===== src/rtl/rename_group_bypass.sv =====
module rename_group_bypass #(
  parameter int LANES  = 4,
  parameter int AREG_W = 5,
  parameter int PREG_W = 7
) (
  input  logic [LANES-1:0]        slot_valid,
  input  logic [LANES-1:0]        dst_en,
  input  logic [LANES*AREG_W-1:0] src_a_arch,
  input  logic [LANES*AREG_W-1:0] src_b_arch,
  input  logic [LANES*AREG_W-1:0] dst_arch,
  input  logic [LANES*PREG_W-1:0] src_a_map,
  input  logic [LANES*PREG_W-1:0] src_b_map,
  input  logic [LANES*PREG_W-1:0] dst_phys,
  output logic [LANES*PREG_W-1:0] src_a_phys,
  output logic [LANES*PREG_W-1:0] src_b_phys,
  output logic [LANES-1:0]        map_wr
);

  logic [LANES-1:0] writer;

  for (genvar g = 0; g < LANES; g++) begin : g_writer
    assign writer[g] = slot_valid[g] && dst_en[g] && (dst_arch[g*AREG_W +: AREG_W] != '0);
  end

  // ascending scan: a later match overrides, so the nearest older writer wins
  always_comb begin
    src_a_phys = src_a_map;
    src_b_phys = src_b_map;
    for (int i = 1; i < LANES; i++) begin
      for (int j = 0; j < LANES; j++) begin
        if (j < i && writer[j]) begin
          if (dst_arch[j*AREG_W +: AREG_W] == src_a_arch[i*AREG_W +: AREG_W])
            src_a_phys[i*PREG_W +: PREG_W] = dst_phys[j*PREG_W +: PREG_W];
          if (dst_arch[j*AREG_W +: AREG_W] == src_b_arch[i*AREG_W +: AREG_W])
            src_b_phys[i*PREG_W +: PREG_W] = dst_phys[j*PREG_W +: PREG_W];
        end
      end
    end
  end

  always_comb begin
    map_wr = writer;
    for (int i = 0; i < LANES; i++)
      for (int j = 0; j < LANES; j++)
        if (j > i && writer[j] && dst_arch[j*AREG_W +: AREG_W] == dst_arch[i*AREG_W +: AREG_W])
          map_wr[i] = 1'b0;
  end

  always_comb begin
    assert_lane0_unchanged_R1: assert (src_a_phys[PREG_W-1:0] == src_a_map[PREG_W-1:0] &&
                                       src_b_phys[PREG_W-1:0] == src_b_map[PREG_W-1:0]);
    for (int i = 0; i < LANES; i++) begin
      assert_write_qualified_R5: assert (!map_wr[i] ||
        (slot_valid[i] && dst_en[i] && dst_arch[i*AREG_W +: AREG_W] != '0));
      for (int j = i + 1; j < LANES; j++)
        assert_single_writer_R7: assert (!(map_wr[i] && map_wr[j]) ||
          dst_arch[i*AREG_W +: AREG_W] != dst_arch[j*AREG_W +: AREG_W]);
    end
  end

  // every source result is its own lookup or an older slot's new register
  always_comb begin
    for (int i = 1; i < LANES; i++) begin
      automatic logic ok_a = (src_a_phys[i*PREG_W +: PREG_W] == src_a_map[i*PREG_W +: PREG_W]);
      automatic logic ok_b = (src_b_phys[i*PREG_W +: PREG_W] == src_b_map[i*PREG_W +: PREG_W]);
      for (int j = 0; j < LANES; j++) begin
        if (j < i && src_a_phys[i*PREG_W +: PREG_W] == dst_phys[j*PREG_W +: PREG_W]) ok_a = 1'b1;
        if (j < i && src_b_phys[i*PREG_W +: PREG_W] == dst_phys[j*PREG_W +: PREG_W]) ok_b = 1'b1;
      end
      assert_source_origin_R2: assert (ok_a && ok_b);
    end
  end

endmodule


===== config.mk =====
export PLATFORM = sky130hd
export DESIGN_NAME = rename_group_bypass
export DESIGN_NICKNAME = d
export VERILOG_FILES = /design/src/rtl/rename_group_bypass.sv
export SDC_FILE = /design/constraint.sdc
export NUM_CORES = 1
export LEC_CHECK = 0
export CAP_MARGIN = 10
export CORE_UTILIZATION = 35
export DETAILED_ROUTE_END_ITERATION = 10
export GPL_ROUTABILITY_DRIVEN = 0
export PLACE_DENSITY = 0.88
export SLEW_MARGIN = 20
export SYNTH_ARGS = -nofsm -noshare
export SYNTH_HDL_FRONTEND = slang
export SYNTH_SLANG_ARGS = --single-unit

===== constraint.sdc =====
create_clock -name vclk -period 5.42
set_input_delay 1.084 -clock vclk [all_inputs]
set_output_delay 1.084 -clock vclk [all_outputs]
set_load 0.05 [all_outputs]

Word level (Yosys, flattened, before mapping)
Index checks and enable logic that the tools add are counted.

Output and inout port bits: 60. Logic and storage cells: 66. Flip-flop bits (word level): 0. Input port bits: 152.

Reductions and logical operators: 18. Mux-type cells: 30. Equal/unequal tests: 18.

Operators with widths (count): 7-bit 2-to-1 mux (24); 5-bit equality test (18); 5-bit nonzero test (4); 1-bit logical AND (14); 1-bit 2-to-1 mux (6).

Depth between registers and ports, before layout
Depth in word-level cells: 7. Gate-level depth with buffers: 7. Depth with buffers taken out: 5.

Least setup slack after synthesis
No wires, ideal clock.

Path kind: input to output. Start point: input dst_arch[3]. End point: output src_a_phys[25]. Required time: 4.336 ns. Setup slack: 0.670 ns. Arrival: 3.666 ns. Path buffers: 2. Stages on the path: 7. Cells stage by stage: buf_6 > or4_4 > o211a_1 > and3_4 > buf_6 > mux2i_1 > a221oi_1.

Word-level cells in the longest chain between the ends: 7. Elaborated cells on any way between the ends: 9.

RTL lines: start, declared (line 10) `input logic [LANES*AREG_W-1:0] dst_arch,`; 5-bit equality test or 5-bit nonzero test (tied branches) (line 32, 22); 7-bit 2-to-1 mux or 1-bit logical AND (tied branches) (line 32, 22); 7-bit 2-to-1 mux (*) (line 31) `if (j < i && writer[j]) begin`; 7-bit 2-to-1 mux (line 32) `if (dst_arch[j*AREG_W +: AREG_W] == src_a_arch[i*AREG_W +: AREG_W])`; 7-bit 2-to-1 mux (*) (line 31); 7-bit 2-to-1 mux (line 32); 7-bit 2-to-1 mux (*) (line 31); end, declared (line 14) `output logic [LANES*PREG_W-1:0] src_a_phys,`.

Mark *: on every way between the ends. The rest lies on a longest branch, timed or not.

Worst setup path in the final report
Start point: input dst_arch[11]. End point: output src_a_phys[26].

Word-level cells in the longest chain between the ends: 3. Elaborated cells on any way between the ends: 5.

RTL lines (line): 5-bit equality test or 5-bit nonzero test (tied branches) (32, 22); 7-bit 2-to-1 mux or 1-bit logical AND (tied branches) (32, 22); 7-bit 2-to-1 mux (*) (31).

Marked as above.

==> summary.md <==
| Metric | Value |
|---|---|
| Worst Path Arrival | 3.83 ns |
| Critical Path Sink Type | output pin |
| Drt wl/cell | 17.7 um |
| Post-synth net total | 472 |
| Worst hold path type | in -> out |
| MaxCap Viol Count | 0 |
| Yosys warns | 0 |
| Post-CTS Hold Fix Bufs | 0 |
| Leakage | 1.50 nW |
| Post-synthesis adder-cell area fraction | 0% |
| Critical path's top delay family | buffers and inverters |
| Io pins | 212 |
| Mux share of post-synthesis cell area | 13.2% |
| Met2 routed WL | 4960 um |
| RSZ-0062 raised after global routing | false |
| Vias after detailed routing | 2979 |
| Inst Count DP | 544 |
| Top cell type's share of synthesized area | 21.1% |
| Setup crit start kind | primary input |
| Status | finished, final reports clean |
| Die area | 6980 um2 |
| Drt first pass iters | 5 |
| Post-CTS Setup Repair Bufs | 0 |
| Hold Path Stages | 0 |
| Post-cts resize count | 0 |
| Residual DRC | 0 |
| Sequential share of the synthesized area | 0% |
| Setup-failing EPs final | 0 |
| Worst-path cell chain | clkdlybuf4s50_1 -> or4_1 -> o211ai_2 -> nor4_2 -> a21oi_1 -> a22o_1 -> clkdlybuf4s50_1 |
| Non-Filler Instances | 544 |
| Reg area | 0 um2 |
| Final HPWL DP | 8060 um |
| Vias per std cell | 5.48 |
| Starting Density | 36.4% |
| DIE HEIGHT | 83.5 um |
| Worst Tran Pin Value | 0.712 ns |
| Nets | 621 |
| Largest family of logic cells by synthesized area | XOR/XNOR gates |
| FMAX | 204 MHz |
| Core Rows | 29 |
| DRT antenna net count | 0 |
| Core area | 6390 um2 |
| Worst path most repeated cell | clkdlybuf4s50_1 |
| Power Total | 408 uW |
| Congestion Overflow GR | 0 |
| CP Data Required Time | 4.34 ns |
| Clkbuf count | 0 |
| Synthesis-to-finish area growth | 80.8% |
| Worst Min Path Start | src_a_map[2] |
| CP startpoint | dst_arch[11] |
| Avg Inst Size Synth | 7.27 um2 |
| Setup Crit Path Kind | in -> out |
| Post-Route WL | 9620 um |
| Setup TNS | 0 ns |
| First-pass GRT wire length | 14900 um |
| Synth Area in Compound Gates | 17.1% |
| Simple-gate area share of the yosys netlist | 22.8% |
| Pin count of the biggest net entering global routing | 15 |
| Fill cell count | 531 |
| Synthesized cell area | 2330 um2 |
| Utilization after layout | 65.9% |
| Synth unique cells | 36 |
| Largest cells by area after synthesis | xnor2_1 21%, xor2_1 13%, buf_4 6.8%, mux2_2 6.8%, mux2i_1 6.5% |
| Synth area leader | xnor2_1 |
| Iteration-0 DRC Markers | 107 |
| Initial antenna violation count | 0 |
| XOR/XNOR Fraction of Synth Area | 33.9% |
| Sequential cells | 0 |
| GRT Overall Usage | 26.1% |
| Cell area power density | 97.0 nW/um2 |
| WHS Endpoint | src_a_phys[2] |
| Min Tclk post-route | 4.91 ns |
| Slew margin rel. | 52.2% |
| Horiz. Die Dim | 83.5 um |
| Met1 WL | 3650 um |
| Peak supply drop | 0.0000686 V |
| Final-report max-slew violation count | 0 |
| Vias in the first global route | 3018 |
| Slowest CP cell | clkdlybuf4s50_1 |
| Fin crit share | 90.6% |
| Top layer in use | met4 |
| # port buffers | 167 |
| Worst-path fanout max | 6 |
| Slowest Stage Delay on Critical Path | 0.79 ns |
| Met3 Wirelength | 759 um |
| Final hold vios | 0 |
| Fraction of layout cells with a size suffix above 1 | 19.1% |
| # diodes | 0 |
| Cells after Synth | 320 |
| CP bufs+invs | 2 |
==> cells in the final DEF, fill, tap and decap left out, types with 2 or more instances in the layout <==
cell type,Yosys,layout
o211ai_4,2,2
nor3_2,2,2
nor4_1,13,9
clkdlybuf4s50_1,0,126
nand2_1,37,37
a211oi_1,12,12
mux2_2,14,14
a31oi_1,6,6
nand4_1,3,3
xnor2_1,56,56
buf_4,21,34
nor3_1,9,9
o31ai_1,12,12
or4_1,4,4
o21ai_0,12,12
nor2_1,14,14
xor2_1,34,34
o21ai_1,2,2
nor4_2,2,5
mux2i_1,15,15
inv_1,9,9
buf_12,0,25
nand3_1,12,12
or4_4,2,2
==> worst max path at each step <==
| stage | end | slack, ns | cells after the start |
|---|---|---|---|
| 2_1_floorplan | src_a_phys[25] | 0.67 | 7 |
| 3_3_place_gp | map_wr[0] | 0.51 | 6 |
| 3_5_place_dp | map_wr[0] | 0.56 | 6 |
| 4_1_cts | map_wr[0] | 0.54 | 6 |
| 5_1_grt | src_a_phys[26] | 0.40 | 7 |
| 6_report | src_a_phys[26] | 0.51 | 7 |
==> per-stage QoR <==
stage,area (um2),setup slack [ns],hold WS (ns)
2_1_floorplan,2330,0.670,2.34
3_3_place_gp,4200,0.511,2.17
4_1_cts,4200,0.539,2.17
5_1_grt,4210,0.396,2.17
3_5_place_dp,4200,0.562,2.17
6_report,4210,0.507,2.17
==> area by class of cell <==
cell class / count / area, um2 / share of cell area, %
inverters: 9 / 33.8 / 0.803
well taps: 77 / 96.3 / 2.29
repair buffers: 185 / 2020 / 48.0
multi-input cells: 273 / 2060 / 48.9
==> layer usage <==
metal,up-vias,track usage (%)
met2,161,50.3
met4,0,8.32
met5,-,0
met3,20,3.17
li1,1418,-
met1,1380,29.5
==> where the power goes <==
part | leakage [nW] | switching, mW | internal (mW) | total (mW)
clock network | 0 | 0 | 0 | 0
registers | 0 | 0 | 0 | 0
logic | 1.50 | 0.206 | 0.202 | 0.408
==> logic make-up (layout without fill, tap and decap cells) <==
family,after synthesis,in the layout
simple gates,101,101
mux,29,29
xor+xnor,90,90
buf+inv,47,194
compound gates,53,53
==> synth_stat cells, drive strengths merged <==
| cell | number |
|---|---|
| nand2 | 37 |
| mux2 | 14 |
| a22o | 1 |
| or4 | 6 |
| o221ai | 1 |
| and3 | 1 |
| nand3 | 12 |
| xor2 | 34 |
| nand4 | 3 |
| o211ai | 4 |
| a221oi | 1 |
| nor4 | 15 |
| mux2i | 15 |
| o211a | 1 |
| inv | 9 |
| a21oi | 1 |
| or3b | 1 |
| o31ai | 12 |
| a211oi | 12 |
| buf | 34 |
| o21ai | 14 |
| xnor2 | 56 |
| nor3 | 12 |
| clkbuf | 4 |
| nor2 | 14 |
| a31oi | 6 |
No activity file was read; power rests on OpenSTA's default activity.
